### config.mk
export PLATFORM = sky130hd
export DESIGN_NAME = uart_marker_tx
export DESIGN_NICKNAME = d
export VERILOG_FILES = /design/src/rtl/uart_marker_tx.sv
export SDC_FILE = /design/constraint.sdc
export NUM_CORES = 1
export LEC_CHECK = 0
export ABC_AREA = 1
export BUFFER_PORTS_ARGS = -buffer_cell sky130_fd_sc_hd__buf_2
export CAP_MARGIN = 20
export CORE_MARGIN = 2
export CORE_UTILIZATION = 38
export CTS_CLUSTER_DIAMETER = 40
export DETAILED_ROUTE_END_ITERATION = 8
export PLACE_DENSITY = 0.55
export SLEW_MARGIN = 10
export SYNTH_ARGS = -nofsm -noshare
export SYNTH_HDL_FRONTEND = slang
export SYNTH_SLANG_ARGS = --single-unit
### constraint.sdc
create_clock -name clk -period 1.6 [get_ports clk]
set_input_delay 0.08 -clock clk [delete_from_list [all_inputs] [get_ports clk]]
set_output_delay 0.08 -clock clk [all_outputs]
set_load 0.01 [all_outputs]
### src/rtl/uart_marker_tx.sv
module uart_marker_tx #(
  parameter int DATA_W = 8,
  parameter int DIV    = 16
) (
  input  logic              clk,
  input  logic              rst_n,
  input  logic              baud_tick,
  input  logic              wr_en,
  input  logic [DATA_W-1:0] wr_data,
  input  logic              done_clr,
  output logic              txd,
  output logic              done,
  output logic              busy
);
  localparam int CW = $clog2(DIV);
  localparam int SW = DATA_W + 1;

  logic [CW-1:0] cnt;
  logic [SW-1:0] sh;
  logic          req, send, dph;
  logic          roll, last;

  assign roll = baud_tick && (cnt == CW'(DIV - 1));
  assign last = (sh[SW-1:1] == {{(SW-2){1'b0}}, 1'b1});
  assign busy = req | send;
  assign txd  = ~send | (dph & sh[0]);

  always_ff @(posedge clk) begin
    if (!rst_n)         cnt <= '0;
    else if (baud_tick) cnt <= cnt + 1'b1;
  end

  always_ff @(posedge clk) begin
    if (!rst_n) begin
      sh   <= '0;
      req  <= 1'b0;
      send <= 1'b0;
      dph  <= 1'b0;
    end else if (wr_en && !busy) begin
      sh  <= {1'b1, wr_data};
      req <= 1'b1;
    end else if (roll) begin
      if (req) begin
        req  <= 1'b0;
        send <= 1'b1;
        dph  <= 1'b0;
      end else if (send) begin
        if (!dph) dph <= 1'b1;
        else begin
          sh <= {1'b0, sh[SW-1:1]};
          if (last) begin
            send <= 1'b0;
            dph  <= 1'b0;
          end
        end
      end
    end
  end

  always_ff @(posedge clk) begin
    if (!rst_n)                          done <= 1'b0;
    else if (roll && send && dph && last) done <= 1'b1;
    else if (done_clr)                   done <= 1'b0;
  end
endmodule


# ---- Word-level counts from Yosys, hierarchy flattened
# Index checks and enable logic that the tools add are counted.
dict set report op_classes {
  eq_ne 3
  muxes 15
  add_sub_neg 1
  n_reduce_logical 14
  bitwise_logic 5
}
# cell count
set op_table {}
lappend op_table {{2-to-1 mux 9 bit} 5}
lappend op_table {{2-to-1 mux 1 bit} 10}
lappend op_table {{nonzero test 2 bit} 5}
lappend op_table {{equality test 8 x 1 -> 1 bit, second input constant} 1}
lappend op_table {{logical AND 1 bit} 5}
lappend op_table {{adder 4 x 1 -> 4 bit, second input constant} 1}
lappend op_table {{equality test 4 bit, second input constant} 1}
lappend op_table {{AND reduction 4 bit} 1}
lappend op_table {{AND reduction 3 bit} 1}
lappend op_table {{!= test 2 x 1 -> 1 bit, second input constant} 1}
lappend op_table {{NOT 1 bit} 2}
lappend op_table {{OR 1 bit} 2}
lappend op_table {{AND reduction 2 bit} 1}
lappend op_table {{bitwise AND 1 bit} 1}
lappend op_table {{logical NOT 1 bit} 1}
dict set report totals {
  elab_cells 44
  regBits 17
  out_inout_bits 3
  inputBits 13
}

# ---- Logic depth before layout (Yosys ltp)
# Gate-level depths: netlist of run 1.
dict set report depth {
  depth_word 6
  ltp_mapped 8
  depth_no_buf 8
}

# ---- Least setup slack after synthesis of run 1
# No wires, ideal clock.
dict set report synth_path {
  kind {register to register}
  startpoint {reg cnt[0]}
  endpoint {reg sh[0]}
  path_slack_ns 0.394
  setup_ns 0.116
  required_ns 1.484
  path_buffers 0
  period_less_slack_ns 1.206
  arrival_ns 1.090
  path_stages_with_launch 9
  path_cell_list {dfxtp_1 -> ha_1 -> nand2_2 -> nor2_4 -> nand3_4 -> nand2_4 -> inv_4 -> nor2_1 -> nor2_1}
}
dict set report synth_between {
  elab_chain_len 4
}
# item line
set synth_lines {}
lappend synth_lines {{start, declared} 18} ;# logic [CW-1:0] cnt;
lappend synth_lines {{start signal, assigned} 30} ;# else if (baud_tick) cnt <= cnt + 1'b1;
lappend synth_lines {{equality test 4 bit} 23} ;# assign roll = baud_tick && (cnt == CW'(DIV - 1));
lappend synth_lines {{logical AND 1 bit} 23}
lappend synth_lines {{nonzero test 2 bit (no line)} n/a}
lappend synth_lines {{AND reduction 4 bit (no line)} n/a}
lappend synth_lines {{end signal, assigned} 40} ;# sh <= {1'b1, wr_data};
lappend synth_lines {{end signal, assigned} 50} ;# sh <= {1'b0, sh[SW-1:1]};
lappend synth_lines {{end, declared} 19} ;# logic [SW-1:0] sh;
# No other way between the ends.
# A chain may end at the register's enable or synchronous reset.

# ---- Final worst setup path of run 1
# Ends and elaborated chain as after synthesis.

==> impl_metrics.csv, run 1 <==
group,metric,value,unit
timing,period_minus_slack,1340,ps
timing,final_hold_viol_count,0,
clocking,clk_path_buf_depth,2,
clocking,cts-root-buf,"clkbuf_4",
synth,synth_cells,125,
critical_path,end_kind,"register",
clocking,cts_hold_buffers,0,
clocking,clock-sinks,17,
timing,setup_viol,0,
global_routing,busiest_layer,"met2",
global_routing,antenna_found_initial,0,
pwr,p_leak,0.000454,uW
floorplanning,fp.coreArea,0.00221,sq mm
synth,synth.ff_latch_count,17,
critical_path,worstSetupStartpointType,"register",
critical_path,cp_cell_sequence,"ha_1 -> nand2_2 -> nor2_4 -> nand3_4 -> nand2_4 -> inv_4 -> nor2_1 -> nor2_1",
timing,tightestPinTransition,263,ps
clocking,htreeDepth,1,
layout,layout.nets,157,
clocking,cts_tree,"built",
route,wl_per_cell,9.95,um
global_routing,grt_pass1_wl,2940,um
route,postRouteAntennaNets,0,
critical_path,crit_path_end,"sh[0]$_SDFFE_PN0P_",
global_routing,grt_usage,0.151,
timing,slew-limit-headroom,0.824,
pwr,powerDensity,849,mW/mm^2
route,routed_via_density,4.51,
floorplanning,ios,16,
critical_path,critPathLaunch,"cnt[0]$_SDFFE_PN0P_",
critical_path,ff2ff_path_depth,8,
global_routing,use_met1,0.185,
synth,yosys-top-cells-area,"dfxtp_1 38%, nand2_1 12%, nor2_1 11%",
timing,max_clock_freq,0.744,GHz
timing,whs,18.8,ps
synth,yosys_warnings,0,
timing,final_max_slew_viol_count,0,
clocking,post_cts_buffers,0,
route,drt_iter0_markers,10,
critical_path,path_depth,8,
critical_path,crit_type,"register to register",
layout,design_area,0.00100,sq mm
synth,yosysTopAreaCell,"dfxtp_1",
synth,syn_area,888,sq um
timing,rsz0062_at_grt,"no",
synth,synth.distinct_cells,23,
layout,syn_to_final_growth,12.7,%
synth,synth_top_area_frac,0.383,
place,portBuffers,15,
route,post-route-drc-count,0,
floorplanning,fp.dieH,52.4,um
synth,yosysSeqAreaShare,0.383,
pwr,ir_drop,0.530,mV
min_path,hp-class,"primary input to register",
route,vias,766,
critical_path,reg2reg_from,"cnt[0]$_SDFFE_PN0P_",
clocking,post_cts_resized,0,
critical_path,timing.rr.end,"sh[0]$_SDFFE_PN0P_",
timing,tns,0,ps
critical_path,slowest_delay,380,ps
timing,clock_skew,3.77,ps
floorplanning,start_util,0.402,
run_status,status,"finished clean",
floorplanning,placement_rows,17,
synth,yosysMostFrequentCell,"nand2_1",
clocking,clk_pin_slew,100,ps
place,place_area,975,sq um
critical_path,critical_path_buf_inv_count,1,
route,wl,1690,um
clocking,numCtsBuffers,3,
floorplanning,dieArea,0.00274,sq mm
global_routing,grt_pass1_vias,695,
synth,synthFlopType,"dfxtp_1",
global_routing,grt.met3_usage,0.0600,
synth,synth_nets,139,
job,drv_cap,0,
critical_path,crit_top_cell,"nor2_1",
layout,drive_above_1_share,0.211,
critical_path,cp.required,1800,ps
clocking,clock_latency,300,ps
global_routing,grt_max_degree,12,
global_routing,grt_overflow,0,
place,dp_hpwl,1240,um
critical_path,cp_slowest_cell,"dfxtp_1",
synth,ys_async_sr_fraction,0,
layout,diodes,0,
critical_path,path_delay_family,"simple AND/OR/NAND/NOR gates",
timing,post-route-period-util,0.840,
place,gp_congestion,0.738,
critical_path,crit_arrival,1550,ps
synth,syn_avg_cell_area,7.11,sq um
route,drtPass1Iterations,4,
synth,synth_edf_count,0,
synth,synth_common_cells,"29 x nand2_1, 26 x nor2_1, 17 x dfxtp_1",
global_routing,grtUsageMet2,0.238,
floorplanning,die_w,52.4,um
critical_path,r2r_slack,260,ps
critical_path,worstPathMaxFanout,9,
-- registers in the layout, summed over array words and instances, names as in the netlist --
register	flops
done	1
req	1
sh	9
cnt	4
dph	1
send	1
-- worst min-delay path by stage --
stage	startpoint	to	slack (ps)	depth (start not counted)
after CTS	done_clr	done$_SDFFE_PN0P_	10	4
after global placement	done_clr	done$_SDFFE_PN0P_	330	4
after floorplan	baud_tick	cnt[0]$_SDFFE_PN0P_	170	1
after global routing	done_clr	done$_SDFFE_PN0P_	20	4
after detailed placement	done_clr	done$_SDFFE_PN0P_	340	4
final	done_clr	done$_SDFFE_PN0P_	20	4
-- power breakdown --
part           switching, uW  internal, uW  total [uW]
Clock                    144          97.1         241
Combinational           85.7          53.8         139
Sequential              20.2           449         469
-- cell usage in the layout, fill, tap and decap left out, drive strengths merged --
cell	n
nor2	28
a21oi	7
buf	15
nor3	1
ha	1
clkbuf	4
o21ai	13
nand2	34
xnor2	1
nand3	5
dfxtp	17
nand4	1
inv	14
a211oi	1
-- cells by family after synthesis --
logic type	after synthesis	share of synthesized area
flip-flops	17	0.383
XOR/XNOR	1	0.00986
buffers and inverters	16	0.0944
AND/OR/NAND/NOR	69	0.369
adder cells (fa/ha/maj)	1	0.0141
AO/OA/AOI/OAI	21	0.130
-- per-layer routing --
metal,up-vias,share of wire
met5,-,0
met4,0,0.0077
met3,2,0.048
met2,16,0.42
met1,319,0.52
li1,429,-
-- per-stage QoR --
stage,worst slack (ps),total power [uW],cells,utilization
2_1_floorplan,394,585,125,-
3_3_place_gp,284,618,166,0.441
3_5_place_dp,274,619,166,0.441
4_1_cts,256,863,170,0.452
5_1_grt,157,910,170,0.452
6_report,255,850,170,0.452
-- worst register-to-register path, cell delays in order (launching register included) --
cell,delay [ps]
dfxtp_1,380
ha_1,170
nand2_2,80
nor2_4,180
nand3_4,100
nand2_4,120
inv_4,70
nor2_1,110
nor2_1,60
-- layout make-up --
type / count / area, sq um
repair buffers: 15 / 75.1
multi-input cells: 92 / 464
clock buffers: 4 / 26.3
well taps: 28 / 35.0
flip-flops and latches: 17 / 340
fillers: 249 / 1210
inverters: 14 / 60.1
Note: power is estimated with default switching activity, not from simulation.
==> run 2: changes to the inputs <==
PLACE_DENSITY = 0.57   (was 0.55)
clock period = 1.1 ns   (was 1.6 ns; I/O delays follow)
==> run 2 against run 1 <==
- the run now ends with negative setup slack left
- hold slack got worse by 0.93 ps
- register-to-register slack got worse by 370 ps
- die area unchanged
- critical path depth increased by 1
- count of clock-buffer cells in the layout decreased by 1
- worst setup slack got worse by 370 ps
- fmax increased by 11%
- largest cell class unchanged
==> impl_metrics.csv, run 2 (same netlist as run 1, synthesis figures left out) <==
group,metric,value,unit
timing,post-route-period-util,1.10,
layout,layout.nets,166,
clocking,clk_path_buf_depth,2,
critical_path,worstPathMaxFanout,4,
run_status,status,"complete, but fails checks",
route,drtPass1Iterations,4,
timing,tns,-928,ps
route,postRouteAntennaNets,0,
timing,final_max_slew_viol_count,0,
pwr,combPwrFrac,0.189,
floorplanning,placement_rows,17,
timing,slew-limit-headroom,0.830,
timing,timing.final.ws_setup,-111,ps
place,dp_hpwl,1370,um
timing,max_clock_freq,0.826,GHz
layout,final_cell_mix,"28 x nand2_1, 19 x nor2_1, 15 x buf_2",
clocking,clock_latency,300,ps
layout,fin_cells,179,
global_routing,antenna_found_initial,0,
pwr,pwr-share-clk,0.270,
floorplanning,ios,16,
clocking,clk_pin_slew,110,ps
timing,clock_skew,4.86,ps
critical_path,end_kind,"register",
critical_path,worstSetupStartpointType,"register",
layout,largest_reg_flops,9,
layout,drive_above_1_share,0.364,
layout,regMostFlops,"sh",
place,gp_congestion,0.725,
clocking,cts-root-buf,"clkbuf_4",
pwr,p_int,887,uW
global_routing,grt_overflow,0,
global_routing,grt_max_degree,12,
route,drt_iter0_markers,5,
timing,rsz0062_at_grt,"yes",
clocking,htreeDepth,1,
layout,syn_to_final_growth,28.0,%
critical_path,crit_type,"register to register",
route,post-route-drc-count,0,
global_routing,grt_pass1_wl,3330,um
global_routing,grt_usage,0.164,
critical_path,crit_arrival,1400,ps
clocking,clock-sinks,17,
layout,diodes,0,
critical_path,cp.required,1280,ps
floorplanning,fp.dieH,52.4,um
run_status,violations,"negative setup slack",
pwr,powerDensity,1120,mW/mm^2
layout,final_common_cell,"nand2_1",
route,vias,843,
pwr,p_leak,0.000512,uW
route,wl_per_cell,11.3,um
route,wl,2020,um
clocking,cts_tree,"built",
timing,period_minus_slack,1210,ps
pwr,power.switching,388,uW
timing,tightestPinTransition,255,ps
global_routing,grt_pass1_vias,799,
floorplanning,die_w,52.4,um
pwr,sw_frac_of_total,0.304,
timing,final_hold_viol_count,0,
timing,whs,17.9,ps
floorplanning,dieArea,0.00274,sq mm
min_path,hp-class,"primary input to register",
place,portBuffers,15,
pwr,ir_drop,0.635,mV
floorplanning,fp.coreArea,0.00221,sq mm
place,dp_cells,171,
clocking,numCtsBuffers,3,
job,drv_cap,0,
floorplanning,start_util,0.402,
pwr,power.share.sequential,0.541,
layout,largestRegisters,"sh x9, cnt x4",
timing,setup_viol,12,
route,routed_via_density,4.71,
[run 2: changes by cell type in the layout (fill, tap and decap cells not counted), sizes merged]
cell,previous run,this run
dlygate4sd3,0,1
buf,15,22
nand2,34,35
clkinv,0,1
clkbuf,4,3
[run 2: power by group through the flow]
stage / logic [uW] / registers, uW / clock network [uW]
3_3_place_gp: 209 / 702 / 0
5_1_grt: 278 / 694 / 383
2_1_floorplan: 162 / 693 / 0
4_1_cts: 229 / 687 / 354
3_5_place_dp: 212 / 701 / 0
6_report: 242 / 689 / 344
[run 2: worst paths after layout]
path	slack, ps	to	depth (start not counted)	startpoint
worst max register to register	-110	send$_SDFFE_PN0P_	9	cnt[1]$_SDFFE_PN0P_
worst max-delay path	-110	send$_SDFFE_PN0P_	9	cnt[1]$_SDFFE_PN0P_
worst min register to register	470	done$_SDFFE_PN0P_	2	done$_SDFFE_PN0P_
worst min-delay path	20	cnt[0]$_SDFFE_PN0P_	2	baud_tick
[run 2: repair_timing]
action,4_1_cts,5_1_grt
resized for setup,5,12
endpoints found under the setup margin,11,15
endpoints found under the hold margin,1,0
setup buffers,1,1
cloned,1,0
pin swaps,1,0
hold buffers,1,0
[run 2: cell type report]
| type | instances | area (sq um) |
|---|---|---|
| clock inverters | 1 | 5.00 |
| multi-input cells | 93 | 523 |
| inverters | 14 | 65.1 |
| clock buffers | 3 | 22.5 |
| well taps | 28 | 35.0 |
| flip-flops and latches | 17 | 345 |
| fillers | 241 | 1070 |
| repair buffers | 23 | 141 |
[run 2: per-stage QoR]
step | util | setup slack, ps | instance area, sq um | total power, uW
2_1_floorplan | - | -44.0 | 908 | 856
3_3_place_gp | 0.467 | -54.7 | 1030 | 910
3_5_place_dp | 0.467 | -79.7 | 1030 | 914
4_1_cts | 0.495 | -87.6 | 1100 | 1270
5_1_grt | 0.514 | -205 | 1140 | 1350
6_report | 0.514 | -111 | 1140 | 1280
[run 2: worst max-delay path, stage by stage (launching register included)]
cell,delay (ps)
dfxtp_2,370
ha_4,140
nand2_4,50
nor2_4,120
buf_6,120
nand2_1,50
inv_2,60
nand2_1,50
nand2_1,70
a21oi_1,70
[run 2: per-layer routing]
metal | vias to the layer above | part of all wire | GRT usage
li1 | 446 | - | -
met1 | 379 | 0.46 | 0.207
met2 | 14 | 0.49 | 0.265
met3 | 4 | 0.030 | 0.0343
met4 | 0 | 0.016 | 0.0769
met5 | - | 0 | 0
